$ cat src/rtl/ebs_pkg.sv
package ebs_pkg;
    typedef enum logic [3:0] {
        S_IDLE,
        S_CTRL,
        S_CACK,
        S_ADDR,
        S_AACK,
        S_WDAT,
        S_WACK,
        S_RDAT,
        S_RACK,
        S_SKIP
    } ebs_state_t;

    localparam int BYTE_W = 8;
    localparam int BLK_W  = 3;
    localparam int ADDR_W = BYTE_W + BLK_W;
endpackage

$ cat src/rtl/ebs_shifter.sv
module ebs_shifter #(
    parameter int W = 8
) (
    input  logic         clk,
    input  logic         rst_n,
    input  logic         clr,
    input  logic         shift,
    input  logic         bit_in,
    input  logic         load,
    input  logic [W-1:0] load_val,
    output logic [W-1:0] rx_next,
    output logic         tx_msb,
    output logic         last
);
    localparam int CW = $clog2(W);

    logic [W-1:0]  rx_q;
    logic [W-1:0]  tx_q;
    logic [CW-1:0] cnt_q;

    assign rx_next = {rx_q[W-2:0], bit_in};
    assign tx_msb  = tx_q[W-1];
    assign last    = (cnt_q == CW'(W - 1));

    always_ff @(posedge clk or negedge rst_n) begin
        if (!rst_n) begin
            rx_q  <= '0;
            tx_q  <= '1;
            cnt_q <= '0;
        end else begin
            if (clr) begin
                cnt_q <= '0;
            end else if (shift) begin
                cnt_q <= cnt_q + 1'b1;
                rx_q  <= rx_next;
            end
            if (load) begin
                tx_q <= load_val;
            end else if (shift) begin
                tx_q <= {tx_q[W-2:0], 1'b1};
            end
        end
    end

    AST_LOAD_SHIFT_EXCL: assert property (@(posedge clk) disable iff (!rst_n)
        !(load && shift));
endmodule

$ cat src/rtl/ebs_pointer.sv
module ebs_pointer #(
    parameter int ADDR_W    = 11,
    parameter int PAGE_BITS = 4
) (
    input  logic              clk,
    input  logic              rst_n,
    input  logic              ld_blk,
    input  logic [ADDR_W-9:0] blk,
    input  logic              ld_low,
    input  logic [7:0]        low,
    input  logic              inc_page,
    input  logic              inc_seq,
    output logic [ADDR_W-1:0] ptr
);
    localparam logic [ADDR_W-1:0] PMASK = ADDR_W'((1 << PAGE_BITS) - 1);

    logic [ADDR_W-1:0] ptr_q;
    logic [ADDR_W-1:0] ptr_inc;

    assign ptr_inc = ptr_q + 1'b1;
    assign ptr     = ptr_q;

    always_ff @(posedge clk or negedge rst_n) begin
        if (!rst_n) begin
            ptr_q <= '0;
        end else if (ld_blk) begin
            ptr_q[ADDR_W-1:8] <= blk;
        end else if (ld_low) begin
            ptr_q[7:0] <= low;
        end else if (inc_page) begin
            ptr_q <= (ptr_q & ~PMASK) | (ptr_inc & PMASK);
        end else if (inc_seq) begin
            ptr_q <= ptr_inc;
        end
    end

    AST_PAGE_HOLD: assert property (@(posedge clk) disable iff (!rst_n)
        inc_page |=> ptr_q[ADDR_W-1:PAGE_BITS] == $past(ptr_q[ADDR_W-1:PAGE_BITS]));
    AST_SEQ_STEP: assert property (@(posedge clk) disable iff (!rst_n)
        (inc_seq && !ld_blk && !ld_low && !inc_page) |=> ptr_q == ADDR_W'($past(ptr_q) + 1'b1));
endmodule

$ cat src/rtl/eeprom_bus_slave.sv
module eeprom_bus_slave
    import ebs_pkg::*;
#(
    parameter logic [3:0] DEV_CODE  = 4'b1010,
    parameter int         PAGE_BITS = 4
) (
    input  logic              clk,
    input  logic              rst_n,
    input  logic              ev_start,
    input  logic              ev_stop,
    input  logic              ev_bit,
    input  logic              bit_in,
    input  logic              ev_fall,
    input  logic              prog_busy,
    input  logic              wp,
    input  logic [7:0]        mem_rdata,
    output logic              sda_low,
    output logic [ADDR_W-1:0] mem_addr,
    output logic              buf_we,
    output logic [ADDR_W-1:0] buf_addr,
    output logic [7:0]        buf_data,
    output logic              prog_start
);
    ebs_state_t st, nxt;

    logic              bit_ok;
    logic              shift_st;
    logic              shift;
    logic              last_bit;
    logic              last;
    logic [7:0]        rx_next;
    logic              tx_msb;
    logic              code_ok;
    logic              ctl_rd;
    logic              have_data;
    logic              ld_blk, ld_low, inc_page, rd_load;
    logic              drive;
    logic [ADDR_W-1:0] ptr;

    assign bit_ok   = ev_bit && !ev_start && !ev_stop;
    assign shift_st = (st == S_CTRL) || (st == S_ADDR) || (st == S_WDAT) || (st == S_RDAT);
    assign shift    = bit_ok && shift_st;
    assign last_bit = shift && last;
    assign code_ok  = (rx_next[7:4] == DEV_CODE);

    assign ld_blk   = (st == S_CTRL) && last_bit && code_ok && !prog_busy;
    assign ld_low   = (st == S_ADDR) && last_bit && !prog_busy;
    assign inc_page = (st == S_WDAT) && last_bit && !prog_busy;
    assign rd_load  = bit_ok && (((st == S_CACK) && ctl_rd) || ((st == S_RACK) && !bit_in));

    assign mem_addr = ptr;

    ebs_shifter #(.W(BYTE_W)) u_shift (
        .clk      (clk),
        .rst_n    (rst_n),
        .clr      (ev_start || ev_stop),
        .shift    (shift),
        .bit_in   (bit_in),
        .load     (rd_load),
        .load_val (mem_rdata),
        .rx_next  (rx_next),
        .tx_msb   (tx_msb),
        .last     (last)
    );

    ebs_pointer #(.ADDR_W(ADDR_W), .PAGE_BITS(PAGE_BITS)) u_ptr (
        .clk      (clk),
        .rst_n    (rst_n),
        .ld_blk   (ld_blk),
        .blk      (rx_next[3:1]),
        .ld_low   (ld_low),
        .low      (rx_next),
        .inc_page (inc_page),
        .inc_seq  (rd_load),
        .ptr      (ptr)
    );

    // next-state logic
    always_comb begin
        nxt = st;
        if (ev_start) begin
            nxt = S_CTRL;
        end else if (ev_stop) begin
            nxt = S_IDLE;
        end else if (ev_bit) begin
            unique case (st)
                S_IDLE: nxt = S_IDLE;
                S_CTRL: if (last) nxt = (code_ok && !prog_busy) ? S_CACK : S_SKIP;
                S_CACK: nxt = ctl_rd ? S_RDAT : S_ADDR;
                S_ADDR: if (last) nxt = prog_busy ? S_SKIP : S_AACK;
                S_AACK: nxt = S_WDAT;
                S_WDAT: if (last) nxt = prog_busy ? S_SKIP : S_WACK;
                S_WACK: nxt = S_WDAT;
                S_RDAT: if (last) nxt = S_RACK;
                S_RACK: nxt = bit_in ? S_SKIP : S_RDAT;
                S_SKIP: nxt = S_SKIP;
                default: nxt = S_IDLE;
            endcase
        end
    end

    // state register
    always_ff @(posedge clk or negedge rst_n) begin
        if (!rst_n) st <= S_IDLE;
        else        st <= nxt;
    end

    // data-line drive value for the next low clock phase
    always_comb begin
        unique case (st)
            S_CACK, S_AACK, S_WACK: drive = 1'b1;
            S_RDAT:                 drive = !tx_msb;
            default:                drive = 1'b0;
        endcase
    end

    // outputs and transfer bookkeeping
    always_ff @(posedge clk or negedge rst_n) begin
        if (!rst_n) begin
            sda_low    <= 1'b0;
            ctl_rd     <= 1'b0;
            have_data  <= 1'b0;
            buf_we     <= 1'b0;
            buf_addr   <= '0;
            buf_data   <= '0;
            prog_start <= 1'b0;
        end else begin
            buf_we     <= 1'b0;
            prog_start <= 1'b0;
            if (ev_start || ev_stop) begin
                sda_low <= 1'b0;
            end else if (ev_fall) begin
                sda_low <= drive;
            end
            if (ld_blk) begin
                ctl_rd <= rx_next[0];
            end
            if (ev_start) begin
                have_data <= 1'b0;
            end else if (ev_stop) begin
                have_data  <= 1'b0;
                prog_start <= have_data && !wp;
            end else if (inc_page) begin
                have_data <= 1'b1;
                buf_we    <= !wp;
                buf_addr  <= ptr;
                buf_data  <= rx_next;
            end
        end
    end

    AST_BUSY_NO_ACK: assert property (@(posedge clk) disable iff (!rst_n)
        (shift_st && last_bit && prog_busy) |=> (st == S_SKIP));
    AST_SKIP_SILENT: assert property (@(posedge clk) disable iff (!rst_n)
        ((st == S_SKIP) && $past(st == S_SKIP)) |-> !sda_low);
    AST_REL_ON_STOP: assert property (@(posedge clk) disable iff (!rst_n)
        $past(ev_stop) |-> !sda_low);
    AST_PROG_AFTER_STOP: assert property (@(posedge clk) disable iff (!rst_n)
        prog_start |-> ($past(ev_stop) && !$past(wp)));
    AST_WE_NOT_WP: assert property (@(posedge clk) disable iff (!rst_n)
        buf_we |-> !$past(wp));
endmodule

$ cat config.mk
export PLATFORM = sky130hd
export DESIGN_NAME = eeprom_bus_slave
export DESIGN_NICKNAME = d
export VERILOG_FILES = /design/src/rtl/ebs_pkg.sv /design/src/rtl/ebs_shifter.sv /design/src/rtl/ebs_pointer.sv /design/src/rtl/eeprom_bus_slave.sv
export SDC_FILE = /design/constraint.sdc
export NUM_CORES = 1
export LEC_CHECK = 0
export ABC_AREA = 0
export BUFFER_PORTS_ARGS = -buffer_cell sky130_fd_sc_hd__buf_2
export CAP_MARGIN = 40
export CORE_UTILIZATION = 55
export DETAILED_ROUTE_END_ITERATION = 6
export GPL_ROUTABILITY_DRIVEN = 0
export PLACE_DENSITY = 0.76
export SYNTH_ARGS = -nofsm -noshare
export SYNTH_HDL_FRONTEND = slang
export SYNTH_SLANG_ARGS = --single-unit
$ cat constraint.sdc
create_clock -name clk -period 2.3 [get_ports clk]
set_input_delay 0.345 -clock clk [delete_from_list [all_inputs] [get_ports clk]]
set_output_delay 0.345 -clock clk [all_outputs]
set_load 0.005 [all_outputs]
Word level (Yosys, flattened, before mapping)

Cells that the tools add are included.

Add/sub/neg operators: 2
Equal/unequal tests: 16
Mux-type cells: 33
Bitwise operators: 5
Reduce and logical (&&, ||, !) cells: 41

Operators by type and width:

| kind                  | number |
|---|---|
| $mux 4                | 11 |
| $pmux 4 s8            | 1 |
| $mux 8                | 3 |
| $mux 11               | 2 |
| $eq 4x3->1 const B    | 4 |
| $logic_and 1x1->1     | 16 |
| $ne 4x4->1 const B    | 4 |
| $mux 3                | 5 |
| $eq 4x4->1 const B    | 3 |
| $reduce_bool 3->1     | 4 |
| $add 11x1->11 const B | 1 |
| $or 11x4->11          | 1 |
| $mux 1                | 10 |
| $eq 4x2->1 const B    | 2 |
| $logic_not 1->1       | 6 |
| $reduce_and 2->1      | 3 |
| $reduce_bool 2->1     | 3 |
| $logic_or 1x1->1      | 5 |
| $reduce_and 5->1      | 1 |
| $eq 4x1->1 const B    | 1 |
| $not 1->1             | 4 |
| $add 3x1->3 const B   | 1 |
| $eq 3x3->1 const B    | 1 |
| $reduce_and 3->1      | 1 |
| other kinds (4)       | 4 |

Bits in registers: 57
Input bits: 17
Output and inout bits: 33

Depth between registers and ports, before layout

Gate-level depths: netlist of the first run.

Depth in word-level cells: 11
Mapped depth: 9
Mapped depth without buffers: 7

Hierarchy

A second synthesis of the first run with hierarchy kept.

Cell total of the unflattened synthesis: 268
Area, all modules: 3047.9 sq um

By module, submodules not included:

| module           | times used | cells each | area each (sq um) |
|---|---|---|---|
| eeprom_bus_slave | 1          | 125        | 1466.4 |
| ebs_shifter      | 1          | 62         | 823.3 |
| ebs_pointer      | 1          | 81         | 758.2 |

Worst setup path after synthesis of the first run

OpenSTA, ideal clock, no wires.

Path kind: register to register
Start: reg u_shift.cnt_q[0]
End: reg buf_addr[3]
Arrival: 1.984 ns
Required time: 2.175 ns
Path slack: 0.191 ns
Stages on the path, launching flop included: 9
Path buffers: 2
Clock period less this slack: 2.109 ns
Cell sequence: dfrtp_1 -> ha_1 -> ha_1 -> or3b_4 -> nor2_1 -> and2_1 -> buf_2 -> buf_2 -> mux2_2

Word-level cells in the longest chain between the ends: 5

Ends and longest elaborated chain:

| item                           | RTL line                | text |
|---|---|---|
| start, declared                | ebs_shifter.sv:19       | `logic [CW-1:0] cnt_q;` |
| start signal, assigned         | ebs_shifter.sv:34       | `cnt_q <= cnt_q + 1'b1;` |
| $eq 3x3->1                     | ebs_shifter.sv:23       | `assign last = (cnt_q == CW'(W - 1));` |
| $logic_and 1x1->1              | eeprom_bus_slave.sv:43  | `assign last_bit = shift && last;` |
| $logic_and 1x1->1 (2 in a row) | eeprom_bus_slave.sv:48  | `assign inc_page = (st == S_WDAT) && last_bit && !prog_busy;` |
| $reduce_and 3->1 (no line)     | n/a                     |  |
| end signal, assigned           | eeprom_bus_slave.sv:146 | `buf_addr <= ptr;` |
| end, declared                  | eeprom_bus_slave.sv:20  | `output logic [ADDR_W-1:0] buf_addr,` |

No other way between the ends.
A chain may end at the register's enable or synchronous reset.

Worst setup path after layout of the first run

Start: reg u_shift.cnt_q[0]
End: reg buf_data[0]

Word-level cells in the longest chain between the ends: 5

Ends and longest elaborated chain:

| item                           | RTL line                | text |
|---|---|---|
| $eq 3x3->1                     | ebs_shifter.sv:23       |  |
| $logic_and 1x1->1              | eeprom_bus_slave.sv:43  |  |
| $logic_and 1x1->1 (2 in a row) | eeprom_bus_slave.sv:48  |  |
| $reduce_and 3->1 (no line)     | n/a                     |  |
| end signal, assigned           | eeprom_bus_slave.sv:147 | `buf_data <= rx_next;` |
| end, declared                  | eeprom_bus_slave.sv:21  | `output logic [7:0] buf_data,` |

No other way between the ends.

==> results.json, run 1 <==
{
  "cts-root-buf": "clkbuf_8",
  "fin_util_pct": 69.2,
  "finalHoldViolCount": 2,
  "synth_cell_type_count": 62,
  "finalSetupViolations": 0,
  "num_rows": 26,
  "criticalPathCategory": "reg -> reg",
  "cts_sinks": 57,
  "r2r_cells": 7,
  "relSlewSlack_pct": 64.6,
  "drc": 0,
  "r2r-end": "buf_data[0]",
  "post-route-period-util_pct": 92.5,
  "cts_tree": "yes",
  "cts.clk_slew.worst_paths_ns": 0.06,
  "violations": "negative hold slack",
  "routed_wl_um": 6350,
  "grt_pass1_wl_um": 10000,
  "rsz0062_at_grt": "false",
  "holdWs_ns": -0.000329,
  "area_growth_pct": 21.3,
  "setup_tns_ns": 0,
  "drv_cap": 0,
  "critPathMaxFanout": 8,
  "drt_iter0_drc": 159,
  "port-buffer-count": 49,
  "die_area_mm2": 0.00556,
  "crit_start": "u_shift.cnt_q[0]",
  "overflow": 0,
  "synth-main-ff-cell": "dfrtp_1",
  "dr.pass1.iters": 4,
  "status": "complete, but fails checks",
  "vias": 2349,
  "preCtsSetupSlack_ns": 0.113,
  "seq_area_frac_synth_pct": 49.6,
  "worstSetupStartpointType": "flop",
  "die_w_um": 74.6,
  "maxSlewViolCount": 0,
  "finalNetCount": 350,
  "reg2reg_slack_ns": 0.17,
  "cp_data_arrival_time_ns": 2.34,
  "initial_core_util_pct": 57.1,
  "routedWlPerCell_um": 15.7,
  "antenna_cells": 0,
  "dpl.hpwl_um": 4410,
  "avgSynthCellArea_um2": 10.8,
  "tightest_slew_ns": 0.530,
  "htree_levels": 3,
  "holdCritPathClass": "in -> async",
  "skew_ns": 0.00940,
  "grt_antenna_before_repair": 0,
  "synth_edf_count": 0,
  "syn_nets": 289,
  "final_layout_size_suffix_gt1_share_pct": 37.0,
  "die_h_um": 74.6,
  "power.leakage_nw": 1.76,
  "viasPerCell": 5.80,
  "layout_setup_ws_ns": 0.172,
  "ios": 50,
  "dp.cells": 388,
  "ys_warn_count": 0,
  "clk_latency_ns": 0.33,
  "synth_area_mm2": 0.00290,
  "synth-seq-cells": 57,
  "grt_max_degree": 58,
  "power_density_mw_per_mm2": 694,
  "peakVddDrop_mv": 0.691,
  "fmax_mhz": 470,
  "grt_pass1_vias": 2080,
  "worst_setup_path_end_kind": "flop",
  "cts_buffer_depth": 2,
  "ant_nets": 0,
  "core_mm2": 0.00507,
  "numCtsBuffers": 9,
  "finalCriticalPeriod_ns": 2.13,
  "r2r_start": "u_shift.cnt_q[0]",
  "cp.required_ns": 2.51,
  "syn_inst": 269,
  "stdcell_count": 405,
  "grt_util_all_layers_pct": 24.5,
  "async_flop_share_pct": 100
}
==> Yosys cell counts, types with 3 or more instances <==
library cell,count,area share (%)
and3_1,3,0.65
nand2_1,32,4.1
nor3_1,4,0.69
dfrtp_1,49,42
nor2_1,17,2.2
nand3_1,7,1.2
o21a_1,3,0.78
and2_1,4,0.86
a22oi_1,7,1.8
clkbuf_1,4,0.52
mux2_2,25,9.7
dfstp_2,8,7.3
buf_2,5,0.86
o21ai_0,12,2.1
ha_1,3,1.3
nor2b_1,6,1.3
inv_1,5,0.65
a31oi_1,5,1.1
a21oi_1,13,2.2
==> state kept, by name (all words and copies together), names as in the netlist <==
name           flops
buf_addr          11
u_shift.rx_q       7
prog_start         1
buf_data           8
have_data          1
u_shift.cnt_q      3
u_shift.tx_q       8
st                 4
ctl_rd             1
sda_low            1
buf_we             1
u_ptr.ptr         11
==> worst max-delay path, cell delays in order (launching register included) <==
cell and delay [ns]:
dfrtp_1 0.37, ha_1 0.15, ha_1 0.17, or3b_4 0.44, nor2_1 0.13, and2_1 0.21, buf_4 0.20, mux2_2 0.34
==> report_power, final <==
| part | leakage (nW) | switching, W | total [W] | internal, W |
|---|---|---|---|---|
| combinational | 0.891 | 0.000100 | 0.000200 | 0.0000995 |
| clock | 0.113 | 0.000388 | 0.00103 | 0.000638 |
| sequential | 0.756 | 0.000102 | 0.00121 | 0.00111 |
==> cell families after synthesis <==
kind of cell | Yosys count | synth area share, %
and+or+nand+nor | 98 | 19.2
buffers and inverters | 17 | 2.81
muxes | 29 | 11.2
AOI/OAI and AO/OA | 62 | 14.9
xor gates and xnor gates | 2 | 0.605
DFF | 57 | 49.6
adders and majority gates | 4 | 1.64
==> how the worst max path moves through the flow <==
stage                     to  slack [ns]
2_1_floorplan    buf_addr[3]        0.19
3_3_place_gp    u_ptr.ptr[7]        0.18
3_5_place_dp    u_ptr.ptr[7]        0.11
4_1_cts         u_ptr.ptr[7]        0.11
5_1_grt        u_ptr.ptr[10]        0.02
6_report         buf_data[0]        0.17
==> placed cells by master, fill, tap and decap left out, types with 6 or more instances in the layout <==
cell type | Yosys | routed
nor2b_1 | 6 | 6
mux2_2 | 25 | 25
o21ai_0 | 12 | 12
nand2_1 | 32 | 32
a21oi_1 | 13 | 13
clkbuf_8 | 0 | 10
nand3_1 | 7 | 7
nor2_1 | 17 | 17
buf_4 | 1 | 11
a22oi_1 | 7 | 7
buf_2 | 5 | 49
dfstp_2 | 8 | 8
dfrtp_1 | 49 | 49
==> metrics by stage <==
stage	area [um^2]	power [W]	hold slack, ns
6_report	3510	0.00244	-0.000329
4_1_cts	3500	0.00245	0.00666
2_1_floorplan	2900	0.00131	0.0494
3_5_place_dp	3280	0.00142	0.367
3_3_place_gp	3280	0.00141	0.367
5_1_grt	3510	0.00252	0.0193
==> what timing repair did <==
| action | 4_1_cts | 5_1_grt |
|---|---|---|
| endpoints found under the setup margin | 0 | 3 |
| gates resized for setup | 0 | 1 |
| buffers inserted | 0 | 1 |
| hold buffers | 0 | 0 |
==> per-layer routing <==
layer	wire length, um	up-vias	track usage [%]
li1	-	1114	-
met1	2890	1141	34.1
met2	2980	81	36.9
met3	340	13	5.69
met4	141	0	10.3
met5	0	-	0
==> area by class of cell <==
class,instances,area [um^2]
Clock buffer,11,141
Inverter,5,18.8
Clock inverter,5,78.8
Timing Repair Buffer,62,368
Fill cell,399,1560
Sequential cell,57,1440
Tap cell,70,87.6
Multi-Input combinational cell,195,1380
(Power assumes the default switching activity.)
==> run 2, diff against run 1 <==
Settings changed: CELL_PAD_IN_SITES_DETAIL_PLACEMENT set to 0, CELL_PAD_IN_SITES_GLOBAL_PLACEMENT set to 1, CORE_UTILIZATION 55 to 44, PLACE_DENSITY 0.76 to 0.78.
==> run 2 against run 1 <==
  * Largest cell class unchanged
  * Utilization down 14 points
  * Sequential share of layout area up 0.34 points
  * Final cell count is 1.2% higher
  * Global-route usage fell by 4.0 points
  * Flip-flop and latch count unchanged
  * Routed wire length rose by 1.4%
  * First-iteration DRC count decreased by 4.4%
  * The run still ends with negative hold slack left
  * Critical endpoint is now u_ptr.ptr[2]
==> results.json, run 2 (same netlist as run 1, synthesis figures left out) <==
{
  "status": "complete, but fails checks",
  "violations": "negative hold slack",
  "die_w_um": 83.1,
  "finalCriticalPeriod_ns": 2.16,
  "grt_antenna_before_repair": 0,
  "post-route-period-util_pct": 94.0,
  "cts_buffer_depth": 2,
  "ios": 50,
  "grt_pass1_wl_um": 11100,
  "die_area_mm2": 0.00691,
  "worstSetupStartpointType": "flop",
  "holdWs_ns": -0.00565,
  "cts-root-buf": "clkbuf_8",
  "final_cell_mix": "49 x buf_2, 48 x dfrtp_1, 32 x nand2_1, 25 x mux2_2, 17 x nor2_1",
  "final_layout_size_suffix_gt1_share_pct": 36.6,
  "cts.clk_slew.worst_paths_ns": 0.07,
  "routedWlPerCell_um": 15.7,
  "cp_data_arrival_time_ns": 2.42,
  "relSlewSlack_pct": 59.3,
  "finalHoldViolCount": 3,
  "power_density_mw_per_mm2": 667,
  "ant_nets": 0,
  "tightest_slew_ns": 0.611,
  "peakVddDrop_mv": 0.359,
  "fmax_mhz": 462,
  "critical_path.cell_chain": "ha_1 > ha_1 > or3b_4 > nand4b_1 > a31o_2 > a21oi_1",
  "drt_iter0_drc": 152,
  "numCtsBuffers": 9,
  "port-buffer-count": 49,
  "slowest_delay_ns": 0.44,
  "cts_tree": "yes",
  "skew_ns": 0.00750,
  "crit_slowest_cell": "or3b_4",
  "num_rows": 29,
  "core_mm2": 0.00635,
  "grt_max_degree": 36,
  "power.leakage_nw": 1.74,
  "crit_top_cell": "ha_1",
  "dr.pass1.iters": 4,
  "grt_util_all_layers_pct": 20.5,
  "area_growth_pct": 20.4,
  "dpl.hpwl_um": 4450,
  "vias": 2269,
  "maxSlewViolCount": 0,
  "die_h_um": 83.1,
  "antenna_cells": 0,
  "criticalPathCategory": "reg -> reg",
  "drc": 0,
  "worst_setup_path_end_kind": "flop",
  "rsz0062_at_grt": "false",
  "grt_pass1_vias": 2204,
  "routed_wl_um": 6440,
  "setup_tns_ns": 0,
  "holdCritPathClass": "in -> async",
  "drv_cap": 0,
  "initial_core_util_pct": 45.6,
  "htree_levels": 3,
  "finalSetupViolations": 0,
  "cp.required_ns": 2.55,
  "viasPerCell": 5.53,
  "critPathMaxFanout": 8,
  "overflow": 0,
  "cts_sinks": 57,
  "final_common_cell": "buf_2",
  "finalNetCount": 349,
  "clk_latency_ns": 0.33
}
-- run 2: changes by cell type in the layout (fill, tap and decap cells not counted), sizes merged --
cell / change
buf: -1
clkbuf: +1
clkinv: -1
bufinv: -1
-- run 2: area by class of cell --
cell class / instances / area, um^2
fillers: 566 / 2860
flip-flops and latches: 57 / 1440
multi-input cells: 195 / 1380
repair buffers: 61 / 360
clock buffers: 12 / 155
well taps: 77 / 96.3
clock inverters: 3 / 40.0
inverters: 5 / 18.8
-- run 2: stage by stage --
stage	std cells	setup WS (ns)	utilization [%]	instance area (um^2)	total power, W
after floorplan	269	0.191	-	2900	0.00131
after global placement	393	0.178	51.6	3280	0.00141
after detailed placement	393	0.120	51.6	3280	0.00142
after CTS	408	0.0880	54.7	3470	0.00236
after global routing	410	0.0199	54.9	3490	0.00244
final	410	0.137	54.9	3490	0.00232
-- run 2: final timing paths --
check | from | to | slack (ns) | cells after the start
worst max-delay path | u_shift.cnt_q[0] | u_ptr.ptr[2] | 0.14 | 6
worst min-delay path | rst_n | buf_addr[0] | -0.006 | 1
worst max register to register | u_shift.cnt_q[0] | u_ptr.ptr[2] | 0.14 | 6
worst min register to register | u_shift.tx_q[4] | u_shift.tx_q[4] | 0.46 | 2
max in group asynchronous | rst_n | u_shift.tx_q[1] | 1.65 | 2
min in group clk | wp | buf_we | 0.18 | 2
-- run 2: power by group --
part,switching (W),internal (W)
clock network,0.000375,0.000550
registers,0.0000966,0.00111
logic,0.0000976,0.0000955
-- run 2: repair_timing --
action,CTS,global route
hold buffers,0,0
endpoints found under the hold margin,0,0
setup endpoints to repair,0,2
gates resized for setup,0,1
buffers inserted,0,2
-- run 2: critical path: cells and delay by family, from the launching register on --
| family | cells | cell delay (ns) |
|---|---|---|
| and+or+nand+nor | 2 | 0.88 |
| DFF | 1 | 0.37 |
| adders and majority gates | 2 | 0.34 |
| AOI/OAI and AO/OA | 2 | 0.51 |
-- run 2: per-layer routing --
layer | track usage [%] | routed length, um | up-vias
met5 | 0 | 0 | -
met4 | 8.31 | 101 | 0
li1 | - | - | 1111
met1 | 28.5 | 3140 | 1103
met2 | 31.2 | 2990 | 45
met3 | 4.57 | 209 | 10
==> run 3, diff against run 2 <==
Settings changed: CORE_UTILIZATION 44 to 47, CTS_CLUSTER_DIAMETER set to 150, PLACE_DENSITY 0.78 to 0.82.
Clock period 2.3 ns to 2.7 ns, I/O delays scaled along.
==> run 3 against run 2 <==
  * The flow now finishes without violations
  * Flip-flop and latch count is the same
  * Die area shrank 6.2%
  * Final cell count shrank 1.7%
  * Fmax shrank 5.0%
  * First-iteration DRC count shrank 19%
  * Total power shrank 18%
  * Worst hold slack gained 0.028 ns
  * Sequential power shrank 15%
  * Routed wire length grew 0.62%
  * Register-to-register slack gained 0.29 ns
  * Via count grew 0.84%
  * Largest power group unchanged
  * Highest routed layer unchanged
==> results.json, run 3 (same netlist as run 1, synthesis figures left out) <==
{
  "rsz0062_at_grt": "false",
  "htree_levels": 3,
  "finalSetupViolations": 0,
  "post_cts_buffers": 0,
  "relSlewSlack_pct": 61.5,
  "fmax_mhz": 439,
  "cts_buffer_depth": 2,
  "post-route-period-util_pct": 84.3,
  "cp.required_ns": 2.96,
  "tightest_slew_ns": 0.577,
  "worstSetupStartpointType": "flop",
  "met1_usage_pct": 30.7,
  "critPathMaxFanout": 9,
  "drc": 0,
  "criticalPathCategory": "reg -> reg",
  "hold_buffers": 0,
  "power_density_mw_per_mm2": 560,
  "grt.busiest_layer": "met2",
  "drv_cap": 0,
  "r2r_start": "u_shift.cnt_q[0]",
  "area_growth_pct": 17.6,
  "routed_wl_um": 6480,
  "holdCritPathClass": "in -> async",
  "power.leakage_nw": 1.69,
  "r2r_cells": 7,
  "num_rows": 28,
  "maxSlewViolCount": 0,
  "cts.clk_slew.worst_paths_ns": 0.07,
  "ant_nets": 0,
  "cts_resized": 0,
  "initial_core_util_pct": 48.9,
  "finalHoldViolCount": 0,
  "worst_setup_path_end_kind": "flop",
  "antenna_cells": 0,
  "use_met2_pct": 33.1,
  "ios": 50,
  "port-buffer-count": 49,
  "grt_util_all_layers_pct": 22.1,
  "use_met3_pct": 6.48,
  "overflow": 0,
  "vias": 2288,
  "cts-root-buf": "clkbuf_8",
  "grt_pass1_vias": 2159,
  "die_h_um": 80.5,
  "finalCriticalPeriod_ns": 2.28,
  "cp_data_arrival_time_ns": 2.54,
  "dr.pass1.iters": 4,
  "dp.cells": 387,
  "skew_ns": 0.0118,
  "die_w_um": 80.5,
  "final_cell_mix": "49 x dfrtp_1, 49 x buf_2, 32 x nand2_1, 25 x mux2_2, 17 x nor2_1",
  "final_layout_size_suffix_gt1_share_pct": 35.1,
  "grt_antenna_before_repair": 0,
  "status": "finished, final reports clean",
  "numCtsBuffers": 9,
  "peakVddDrop_mv": 0.314,
  "grt_pass1_wl_um": 10600,
  "clk_latency_ns": 0.34,
  "grt_max_degree": 38,
  "viasPerCell": 5.68,
  "dpl.hpwl_um": 4490,
  "die_area_mm2": 0.00648,
  "setup_tns_ns": 0,
  "cts_sinks": 57,
  "routedWlPerCell_um": 16.1,
  "drt_iter0_drc": 123,
  "stdcell_count": 403,
  "cts_tree": "yes",
  "reg2reg_slack_ns": 0.42,
  "finalNetCount": 343,
  "core_mm2": 0.00592,
  "nFillCells": 526,
  "r2r-end": "u_ptr.ptr[4]"
}
## run 3: cell types whose count changed in the layout (fill, tap and decap cells not counted)
| cell | delta |
|---|---|
| clkinvlp_4 | +1 |
| bufinv_16 | -1 |
| buf_4 | -5 |
| dfrtp_2 | -1 |
| clkbuf_1 | +1 |
| buf_12 | -1 |
| dfrtp_1 | +1 |
## run 3: worst max-delay path: stages (launching register included)
cell       delay (ns)
dfrtp_1          0.37
ha_1             0.15
ha_1             0.17
or3b_4           0.44
nor4_4           0.38
or2_1            0.31
nor2b_4          0.25
a2bb2oi_2        0.14
## run 3: layer usage
metal  wire length, um  part of all wire (%)  up-vias
li1                  -                     -     1101
met1              3250                    50     1129
met2              2910                    45       49
met3               245                   3.8        9
met4                76                   1.2        0
met5                 0                     0        -
## run 3: worst max-delay path by stage
stage                           from           end  slack, ns
floorplan           u_shift.cnt_q[0]   buf_addr[3]       0.59
global placement    u_shift.cnt_q[0]  u_ptr.ptr[5]       0.49
detailed placement  u_shift.cnt_q[0]  u_ptr.ptr[5]       0.43
CTS                 u_shift.cnt_q[0]  u_ptr.ptr[4]       0.42
global route        u_shift.cnt_q[0]  u_ptr.ptr[6]       0.30
finish              u_shift.cnt_q[0]  u_ptr.ptr[4]       0.42
## run 3: area by class of cell
cell class	count	area [um^2]	share of cell area, %
Timing Repair Buffer	55	303	8.89
Tap cell	75	93.8	2.75
Clock inverter	3	17.5	0.514
Multi-Input combinational cell	195	1380	40.5
Sequential cell	57	1440	42.2
Clock buffer	13	159	4.66
Inverter	5	18.8	0.551
## run 3: where the power goes
| group | switching, W | total [W] | internal [W] |
|---|---|---|---|
| logic | 0.0000823 | 0.000159 | 0.0000769 |
| registers | 0.0000850 | 0.00103 | 0.000945 |
| clock network | 0.000339 | 0.000719 | 0.000381 |
| total | 0.000506 | 0.00191 | 0.00140 |
## run 3: per-stage QoR
stage | util (%) | instance area [um^2] | worst slack [ns] | total power, W | hold WS (ns)
CTS | 57.5 | 3410 | 0.423 | 0.00193 | 0.0249
detailed placement | 54.6 | 3230 | 0.433 | 0.00121 | 0.384
global route | 57.5 | 3410 | 0.297 | 0.00200 | 0.0364
floorplan | - | 2900 | 0.591 | 0.00112 | 0.109
global placement | 54.6 | 3230 | 0.489 | 0.00120 | 0.384
finish | 57.5 | 3410 | 0.425 | 0.00191 | 0.0223
